**src/rtl/vram_wait_pkg.sv**
```systemverilog
package vram_wait_pkg;

  typedef enum logic [1:0] {
    ST_IDLE   = 2'd0,
    ST_HOLD   = 2'd1,
    ST_STROBE = 2'd2,
    ST_DONE   = 2'd3
  } acc_state_t;

endpackage

```
**src/rtl/vram_rst_sync.sv**
```systemverilog
module vram_rst_sync #(
  parameter int STAGES = 2
) (
  input  logic clk,
  input  logic rst_n,
  output logic rst_n_sync
);

  logic [STAGES-1:0] sync_q;
  logic [STAGES-1:0] sync_d;

  always_comb begin
    sync_d = {sync_q[STAGES-2:0], 1'b1};
  end

  always_ff @(posedge clk or negedge rst_n) begin
    if (!rst_n) sync_q <= '0;
    else        sync_q <= sync_d;
  end

  assign rst_n_sync = sync_q[STAGES-1];

endmodule

```
**src/rtl/vram_wait_fsm.sv**
```systemverilog
module vram_wait_fsm
  import vram_wait_pkg::*;
#(
  parameter int STROBE_CYC = 2
) (
  input  logic clk,
  input  logic rst_n,
  input  logic vram_req,
  input  logic disp_active,
  output logic accept,
  output logic strobe,
  output logic strobe_last,
  output logic cpu_wait
);

  localparam int CNT_W = (STROBE_CYC > 1) ? $clog2(STROBE_CYC) : 1;
  localparam logic [CNT_W-1:0] CNT_LAST = CNT_W'(STROBE_CYC - 1);

  acc_state_t       state_q, state_d;
  logic [CNT_W-1:0] cnt_q, cnt_d;
  logic             stalled_q, stalled_d;
  logic             cnt_en, stall_en;

  assign accept      = (state_q == ST_IDLE) && vram_req;
  assign strobe      = (state_q == ST_STROBE);
  assign strobe_last = strobe && (cnt_q == CNT_LAST);
  assign cpu_wait    = (state_q == ST_HOLD) || (strobe && stalled_q);

  always_comb begin
    state_d   = state_q;
    cnt_d     = cnt_q;
    stalled_d = stalled_q;
    cnt_en    = 1'b0;
    stall_en  = 1'b0;
    unique case (state_q)
      ST_IDLE: begin
        if (vram_req) begin
          stall_en  = 1'b1;
          stalled_d = disp_active;
          cnt_en    = 1'b1;
          cnt_d     = '0;
          state_d   = disp_active ? ST_HOLD : ST_STROBE;
        end
      end
      ST_HOLD: begin
        if (!disp_active) state_d = ST_STROBE;
      end
      ST_STROBE: begin
        if (cnt_q == CNT_LAST) begin
          state_d = ST_DONE;
        end else begin
          cnt_en = 1'b1;
          cnt_d  = cnt_q + 1'b1;
        end
      end
      ST_DONE: begin
        if (!vram_req) state_d = ST_IDLE;
      end
      default: state_d = ST_IDLE;
    endcase
  end

  always_ff @(posedge clk or negedge rst_n) begin
    if (!rst_n) begin
      state_q   <= ST_IDLE;
      cnt_q     <= '0;
      stalled_q <= 1'b0;
    end else begin
      state_q <= state_d;
      if (cnt_en)   cnt_q     <= cnt_d;
      if (stall_en) stalled_q <= stalled_d;
    end
  end

endmodule

```
**src/rtl/vram_access_latch.sv**
```systemverilog
module vram_access_latch #(
  parameter int ADDR_W = 10,
  parameter int DATA_W = 8
) (
  input  logic              clk,
  input  logic              rst_n,
  input  logic              cap_en,
  input  logic [ADDR_W-1:0] cpu_addr,
  input  logic [DATA_W-1:0] cpu_wdata,
  input  logic              is_wr,
  input  logic              rd_cap_en,
  input  logic [DATA_W-1:0] vram_rdata,
  output logic [ADDR_W-1:0] addr_q,
  output logic [DATA_W-1:0] wdata_q,
  output logic              is_wr_q,
  output logic [DATA_W-1:0] rdata_q
);

  logic [ADDR_W-1:0] addr_d;
  logic [DATA_W-1:0] wdata_d;
  logic              is_wr_d;
  logic [DATA_W-1:0] rdata_d;

  always_comb begin
    addr_d  = cpu_addr;
    wdata_d = cpu_wdata;
    is_wr_d = is_wr;
    rdata_d = vram_rdata;
  end

  always_ff @(posedge clk or negedge rst_n) begin
    if (!rst_n) begin
      addr_q  <= '0;
      wdata_q <= '0;
      is_wr_q <= 1'b0;
      rdata_q <= '0;
    end else begin
      if (cap_en) begin
        addr_q  <= addr_d;
        wdata_q <= wdata_d;
        is_wr_q <= is_wr_d;
      end
      if (rd_cap_en) rdata_q <= rdata_d;
    end
  end

endmodule

```
**src/rtl/vram_wait_ctrl.sv**
```systemverilog
module vram_wait_ctrl #(
  parameter int ADDR_W     = 10,
  parameter int DATA_W     = 8,
  parameter int STROBE_CYC = 2
) (
  input  logic              clk,
  input  logic              rst_n,
  input  logic              mem_req,
  input  logic              mem_rd,
  input  logic              mem_wr,
  input  logic              vram_sel,
  input  logic              disp_active,
  input  logic [ADDR_W-1:0] cpu_addr,
  input  logic [DATA_W-1:0] cpu_wdata,
  input  logic [DATA_W-1:0] vram_rdata,
  output logic              cpu_wait,
  output logic              vram_rd_en,
  output logic              vram_wr_en,
  output logic [ADDR_W-1:0] vram_addr,
  output logic [DATA_W-1:0] vram_wdata,
  output logic [DATA_W-1:0] cpu_rdata
);

  logic rst_n_int;
  logic vram_req;
  logic accept;
  logic strobe;
  logic strobe_last;
  logic is_wr_q;

  assign vram_req = mem_req && vram_sel && (mem_rd || mem_wr);

  vram_rst_sync #(
    .STAGES(2)
  ) u_rst_sync (
    .clk        (clk),
    .rst_n      (rst_n),
    .rst_n_sync (rst_n_int)
  );

  vram_wait_fsm #(
    .STROBE_CYC(STROBE_CYC)
  ) u_fsm (
    .clk         (clk),
    .rst_n       (rst_n_int),
    .vram_req    (vram_req),
    .disp_active (disp_active),
    .accept      (accept),
    .strobe      (strobe),
    .strobe_last (strobe_last),
    .cpu_wait    (cpu_wait)
  );

  vram_access_latch #(
    .ADDR_W(ADDR_W),
    .DATA_W(DATA_W)
  ) u_latch (
    .clk        (clk),
    .rst_n      (rst_n_int),
    .cap_en     (accept),
    .cpu_addr   (cpu_addr),
    .cpu_wdata  (cpu_wdata),
    .is_wr      (mem_wr),
    .rd_cap_en  (strobe_last && !is_wr_q),
    .vram_rdata (vram_rdata),
    .addr_q     (vram_addr),
    .wdata_q    (vram_wdata),
    .is_wr_q    (is_wr_q),
    .rdata_q    (cpu_rdata)
  );

  assign vram_rd_en = strobe && !is_wr_q;
  assign vram_wr_en = strobe && is_wr_q;

endmodule

```
**config.mk**
```make
export PLATFORM = sky130hd
export DESIGN_NAME = vram_wait_ctrl
export DESIGN_NICKNAME = d
export VERILOG_FILES = /design/src/rtl/vram_wait_pkg.sv /design/src/rtl/vram_rst_sync.sv /design/src/rtl/vram_wait_fsm.sv /design/src/rtl/vram_access_latch.sv /design/src/rtl/vram_wait_ctrl.sv
export SDC_FILE = /design/constraint.sdc
export NUM_CORES = 1
export LEC_CHECK = 0
export ABC_AREA = 1
export BUFFER_PORTS_ARGS = -buffer_cell sky130_fd_sc_hd__buf_4
export CAP_MARGIN = 5
export CORE_MARGIN = 3
export CORE_UTILIZATION = 42
export DETAILED_ROUTE_END_ITERATION = 10
export GPL_ROUTABILITY_DRIVEN = 0
export PLACE_DENSITY = 0.75
export SETUP_SLACK_MARGIN = 0.4
export SYNTH_ARGS = -nofsm -noshare
export SYNTH_HDL_FRONTEND = slang
export SYNTH_HIERARCHICAL = 1
export SYNTH_SLANG_ARGS = --single-unit
```
**constraint.sdc**
```tcl
create_clock -name clk -period 1.1 [get_ports clk]
set_clock_uncertainty 0.05 [all_clocks]
set_input_delay 0.11 -clock clk [delete_from_list [all_inputs] [get_ports clk]]
set_output_delay 0.11 -clock clk [all_outputs]
set_load 0.01 [all_outputs]
```
## Word level (Yosys, flattened, before mapping)

Cells that the tools add are included.

- Memory bits (writable): 0
- Register bits: 33
- Output and inout port bits: 29
- Word-level logic and storage cells: 45
- Latch bits: 0
- Bits in read-only memories: 0
- Memories kept: 0
- Input bits: 33

- Divide/modulo/power cells: 0
- Mux-type cells: 13
- Shift-type cells: 0
- Multiply operators: 0
- Bitwise operators: 0
- Add/subtract/negate cells: 1
- Eq/ne operators: 7
- Order comparisons: 0
- Reduce and logical (&&, ||, !) cells: 16

Operator list:

| cell | number |
|---|---|
| 2-bit 2-to-1 mux | 5 |
| 1-bit logical AND | 8 |
| 2-bit one-hot mux with 4 select lines | 1 |
| 3-bit AND reduction | 2 |
| 1-bit 2-to-1 mux | 5 |
| 2-bit equality test (second input constant) | 2 |
| 2-bit by 1-bit != test with 1-bit output (second input constant) | 2 |
| 2-bit != test (second input constant) | 2 |
| 1-bit one-hot mux with 2 select lines | 2 |
| 4-bit AND reduction | 1 |
| 2-bit by 1-bit equality test with 1-bit output (second input constant) | 1 |
| 2-bit logical NOT | 1 |
| 1-bit logical OR | 2 |
| 2-bit nonzero test | 1 |
| 1-bit adder (second input constant) | 1 |
| 1-bit logical NOT | 1 |

## Longest topological paths before layout

- Depth after elaboration: 5
- Depth in mapped cells: 10

## By module

The synthesis kept the hierarchy.

By module, submodules not included:

| module | instances | seq. area each (um^2) | cells each | area an instance (um^2) |
|---|---|---|---|---|
| vram_access_latch | 1 | 675.6 | 114 | 1043.5 |
| vram_wait_fsm | 1 | 100.1 | 41 | 315.3 |
| vram_rst_sync | 1 | 50.0 | 3 | 53.8 |
| vram_wait_ctrl | 1 | 0.0 | 9 | 33.8 |

## Least setup slack after synthesis

Ideal clock, no wire load.

- Path kind: reg2reg
- Start point: reg u_fsm.state_q[0]
- End point: reg u_latch.rdata_q[0]
- Arrival time: 1284 ps
- Library setup time: 117 ps
- Cell stages (with the launch flop): 11
- Setup slack: -351 ps
- Period minus slack after synthesis: 1451 ps
- Data required time: 933 ps
- Path buffers: 1
- Cells stage by stage: dfrtp_1 -> inv_1 -> ha_1 -> nand2_1 -> inv_1 -> inv_1 -> nor2_1 -> buf_6 -> inv_1 -> nand2_1 -> nand2_1

- Longest elaborated chain between the ends: 3

Ends and longest elaborated chain:

| what | line | text |
|---|---|---|
| start: declaration | vram_wait_fsm.sv:19 | `acc_state_t state_q, state_d;` |
| start signal: assignment | vram_wait_fsm.sv:69 | `state_q <= state_d;` |
| 2-bit equality test | vram_wait_fsm.sv:25 | `assign strobe = (state_q == ST_STROBE);` |
| net strobe | vram_wait_ctrl.sv:27 | `logic strobe;` |
| 1-bit logical AND | vram_wait_fsm.sv:26 | `assign strobe_last = strobe && (cnt_q == CNT_LAST);` |
| net strobe_last | vram_wait_ctrl.sv:28 | `logic strobe_last;` |
| 1-bit logical AND | vram_wait_ctrl.sv:64 | `.rd_cap_en (strobe_last && !is_wr_q),` |
| end signal: assignment | vram_access_latch.sv:43 | `if (rd_cap_en) rdata_q <= rdata_d;` |
| end: declaration | vram_access_latch.sv:16 | `output logic [DATA_W-1:0] rdata_q` |

The timed path passes the listed nets, and every way through them passes these cells.
A chain may end at the register's enable or synchronous reset.

## Worst setup path after layout

- Start point: reg u_fsm.state_q[1]
- End point: reg u_fsm.state_q[1]

- Longest elaborated chain between the ends: 3
- Elaborated cells on any way between the ends: 10

Ends and longest elaborated chain:

| what | line | text |
|---|---|---|
| 2-bit equality test, or another cell as far along | vram_wait_fsm.sv:35 | `unique case (state_q)` |
| 2-bit != test (no source line) or 2-bit by 1-bit != test with 1-bit output (tied branches) | -- |  |
| 4-bit AND reduction (no source line) | -- |  |

Several ways; a longest one is shown, not always the timed one.

==> run_results.csv <==
group,metric,value,unit
die,die_area,4184,um^2
placement,port_buffers,61,
grt,grt_max_degree,18,
clocking,cts.clk_slew.worst_paths,0.11,ns
clocking,cts_tree,"yes",
grt,grt_pass1_vias,1663,
synth,avgSynthCellArea,8.661,um^2
synth,synth_commonest_cells,"nand2_1 (98), dfrtp_1 (33), inv_1 (11)",
routing,ant_nets,0,
sta,fin_crit,1.655,ns
pwr,leakagePower,1.605,nW
synth,yosysMostFrequentCell,"nand2_1",
grt,overflow,0,
routing,wirelength,7.174,mm
die,rows,20,
grt,grt_pass1_wl,7.962,mm
placement,place_inst,282,
synth,synth_area,1446,um^2
die,start_util,45.51,%
run_status,violations,"setup timing",
synth,synth_edf_count,0,
routing,drtIter0Drc,163,
worst_setup_path,crit_path_max_fanout,3,
grt,grtUsageTotal,25.47,%
clocking,clock_path_buffers,2,
finish,drive_above_1_share,55.81,%
synth,synth_largest_area_cell,"dfrtp_1",
pwr,p_per_area,2647,nW/um^2
worst_setup_path,max_stage_delay,0.43,ns
synth,yosys.cell_types.count,16,
routing,num_vias,1829,
grt,antenna_found_initial,0,
sta,drv_slew,0,
worst_setup_path,cp_top_family,"buffers and inverters",
clocking,cts_root_buffer,"clkbuf_4",
worst_setup_path,crit_buf_inv,5,
sta,finalCritPeriodShare,150.5,%
placement,place_area,2059,um^2
sta,hold_viol_final,0,
finish,fin_nets,346,
pwr,ir_worst_vdd,1.607,mV
synth,synth-seq-area-share,57.09,%
synth,synthArstFlopShare,100.0,%
routing,post_drt_wl_per_cell,20.27,um
worst_setup_path,cp.required,1.35,ns
synth,synth_ff_type,"dfrtp_1",
worst_setup_path,critPathSlowestCell,"dfrtp_2",
routing,drtPass1Iterations,4,
worst_setup_path,critPathKind,"flop to flop",
pwr,seq_power_share,28.4,%
die,dieWidth,64.69,um
finish,stdcell_count,354,
routing,viasPerCell,5.167,
die,die-height,64.69,um
worst_setup_path,cp_cell_sequence,"inv_2, buf_6, buf_6, ha_4, buf_6, inv_1, nand2_1, o21ai_1, nand2_1, nand2_1",
pwr,p_int,4.693,mW
placement,pre_cts_slack,-0.2251,ns
synth,ys_seq_elements,33,
pwr,switchingPower,3.290,mW
worst_setup_path,worst_setup_path_end_kind,"flop",
sta,fin_ws,-0.5550,ns
finish,nFillCells,82,
pwr,p_clk_share,8.9,%
synth,synth_warnings,6,
clocking,clock-sinks,33,
finish,area_growth,108.5,%
clocking,clk_latency,0.35,ns
run_status,status,"finished, violations left",
worst_setup_path,r2r-start,"u_fsm/state_q[1]",
worst_setup_path,cp-startpoint,"u_fsm/state_q[1]",
placement,hpwlAfterDp,2.359,mm
clocking,cts-buffers-inserted,5,
synth,synth_top_area_share,57.09,%
synth,synthCells,167,
pwr,comb_power_share,62.7,%
worst_setup_path,critPathLaunchType,"flop",
synth,syn-num-nets,204,
die,coreArea,3178,um^2
die,io_pins,62,
clocking,htreeDepth,2,
run,max_cap_violations,0,
finish,stdcell_area,3015,um^2
pwr,swShare,41.22,%
synth,synthTopCellsByArea,"dfrtp_1 (57%), nand2_1 (25%), ha_1 (3.5%)",
hold_path,hold_path_class,"input port to async pin",
sta,rsz0062_at_grt,"true",
sta,setup_viol,34,
sta,max_clock_freq,0.6042,GHz
routing,remaining_drc_errors,0,
worst_setup_path,arrival,1.90,ns
finish,diodes,0,
[routing by layer]
layer	vias to the layer above	global-route usage [%]	part of all wire [%]
met5	-	0	0
met2	125	47.68	51
met4	0	9.499	5.5
met1	877	28.23	36
li1	786	-	-
met3	41	5.026	7.4
[cell type report]
| type | count | area, um^2 | area share (%) |
|---|---|---|---|
| well taps | 44 | 55.05 | 1.826 |
| clock buffers | 6 | 41.29 | 1.369 |
| clock inverters | 2 | 10.01 | 0.3320 |
| multi-input cells | 118 | 699.4 | 23.20 |
| inverters | 12 | 67.56 | 2.241 |
| flip-flops and latches | 33 | 828.3 | 27.47 |
| repair buffers | 139 | 1314 | 43.57 |
[logic make-up (layout without fill, tap and decap cells)]
| group | Yosys count | count (layout) | synth area share, % |
|---|---|---|---|
| other | 1 | 1 | 0.2593 |
| buffers and inverters | 16 | 159 | 6.834 |
| AO/OA/AOI/OAI | 5 | 5 | 2.248 |
| flip-flops | 33 | 33 | 57.09 |
| AND/OR/NAND/NOR | 108 | 108 | 30.10 |
| adder cells (fa/ha/maj) | 4 | 4 | 3.460 |
[repair_timing]
action / 4_1_cts / 5_1_grt
pin swaps: 9 / 12
hold endpoints to repair: 30 / 0
resized for setup: 61 / 41
buffers inserted: 15 / 17
setup endpoints to repair: 60 / 60
gates cloned: 2 / 1
hold buffers: 29 / 0
[stage by stage]
stage / total power [mW] / setup TNS (ns) / util [%] / hold WS [ns]
2_1_floorplan: 3.439 / -4.261 / - / -0.2356
3_3_place_gp: 4.634 / -4.764 / 64.80 / -0.1565
3_5_place_dp: 4.702 / -6.104 / 64.80 / -0.1557
4_1_cts: 6.507 / -10.72 / 86.06 / 0.002041
5_1_grt: 8.315 / -16.09 / 94.88 / 0.03111
6_report: 7.983 / -14.70 / 94.88 / 0.03599
[placed cells by master (no fill, tap or decap)]
cell | Yosys | routed
clkbuf_16 | 0 | 1
buf_4 | 0 | 65
ha_1 | 4 | 1
nor2_2 | 0 | 1
buf_2 | 0 | 1
nand2_1 | 98 | 66
clkbuf_4 | 0 | 5
buf_6 | 3 | 40
a21o_1 | 1 | 1
dlygate4sd3_1 | 0 | 29
o21bai_4 | 0 | 1
o21ai_2 | 0 | 1
o21bai_1 | 2 | 1
clkinv_2 | 0 | 2
inv_8 | 0 | 3
nor2_1 | 4 | 2
conb_1 | 1 | 1
clkbuf_1 | 0 | 1
o21ai_1 | 1 | 1
buf_8 | 0 | 1
nand2_2 | 3 | 28
ha_4 | 0 | 3
inv_2 | 1 | 6
buf_12 | 1 | 2
nand2_4 | 2 | 9
dfrtp_1 | 33 | 31
nor2_4 | 1 | 2
dfrtp_2 | 0 | 2
inv_1 | 11 | 3
[flip-flops by register name, indices dropped and copies added (netlist names)]
name / flops
u_fsm/cnt_q: 1
u_latch/wdata_q: 8
u_latch/rdata_q: 8
u_fsm/state_q: 2
u_latch/addr_q: 10
u_latch/is_wr_q: 1
u_rst_sync/sync_q: 2
u_fsm/stalled_q: 1
[power by group through the flow]
| stage | Clock [mW] | Sequential, mW | Combinational (mW) |
|---|---|---|---|
| after floorplan | 0 | 2.30 | 1.14 |
| after global placement | 0 | 2.07 | 2.57 |
| after detailed placement | 0 | 2.08 | 2.62 |
| after CTS | 0.675 | 2.14 | 3.69 |
| after global routing | 0.786 | 2.31 | 5.22 |
| final | 0.708 | 2.27 | 5.01 |
[worst paths after layout]
kind / to / cells after the start / slack, ns
max in group asynchronous: u_latch/rdata_q[2] / 1 / 0.57
min: u_rst_sync/sync_q[1] / 2 / 0.04
max reg2reg: u_fsm/state_q[1] / 10 / -0.55
min in group clk: u_fsm/state_q[1] / 4 / 0.12
min reg2reg: u_latch/wdata_q[7] / 1 / 0.21
max: u_fsm/state_q[1] / 10 / -0.55
(Power assumes the default switching activity.)
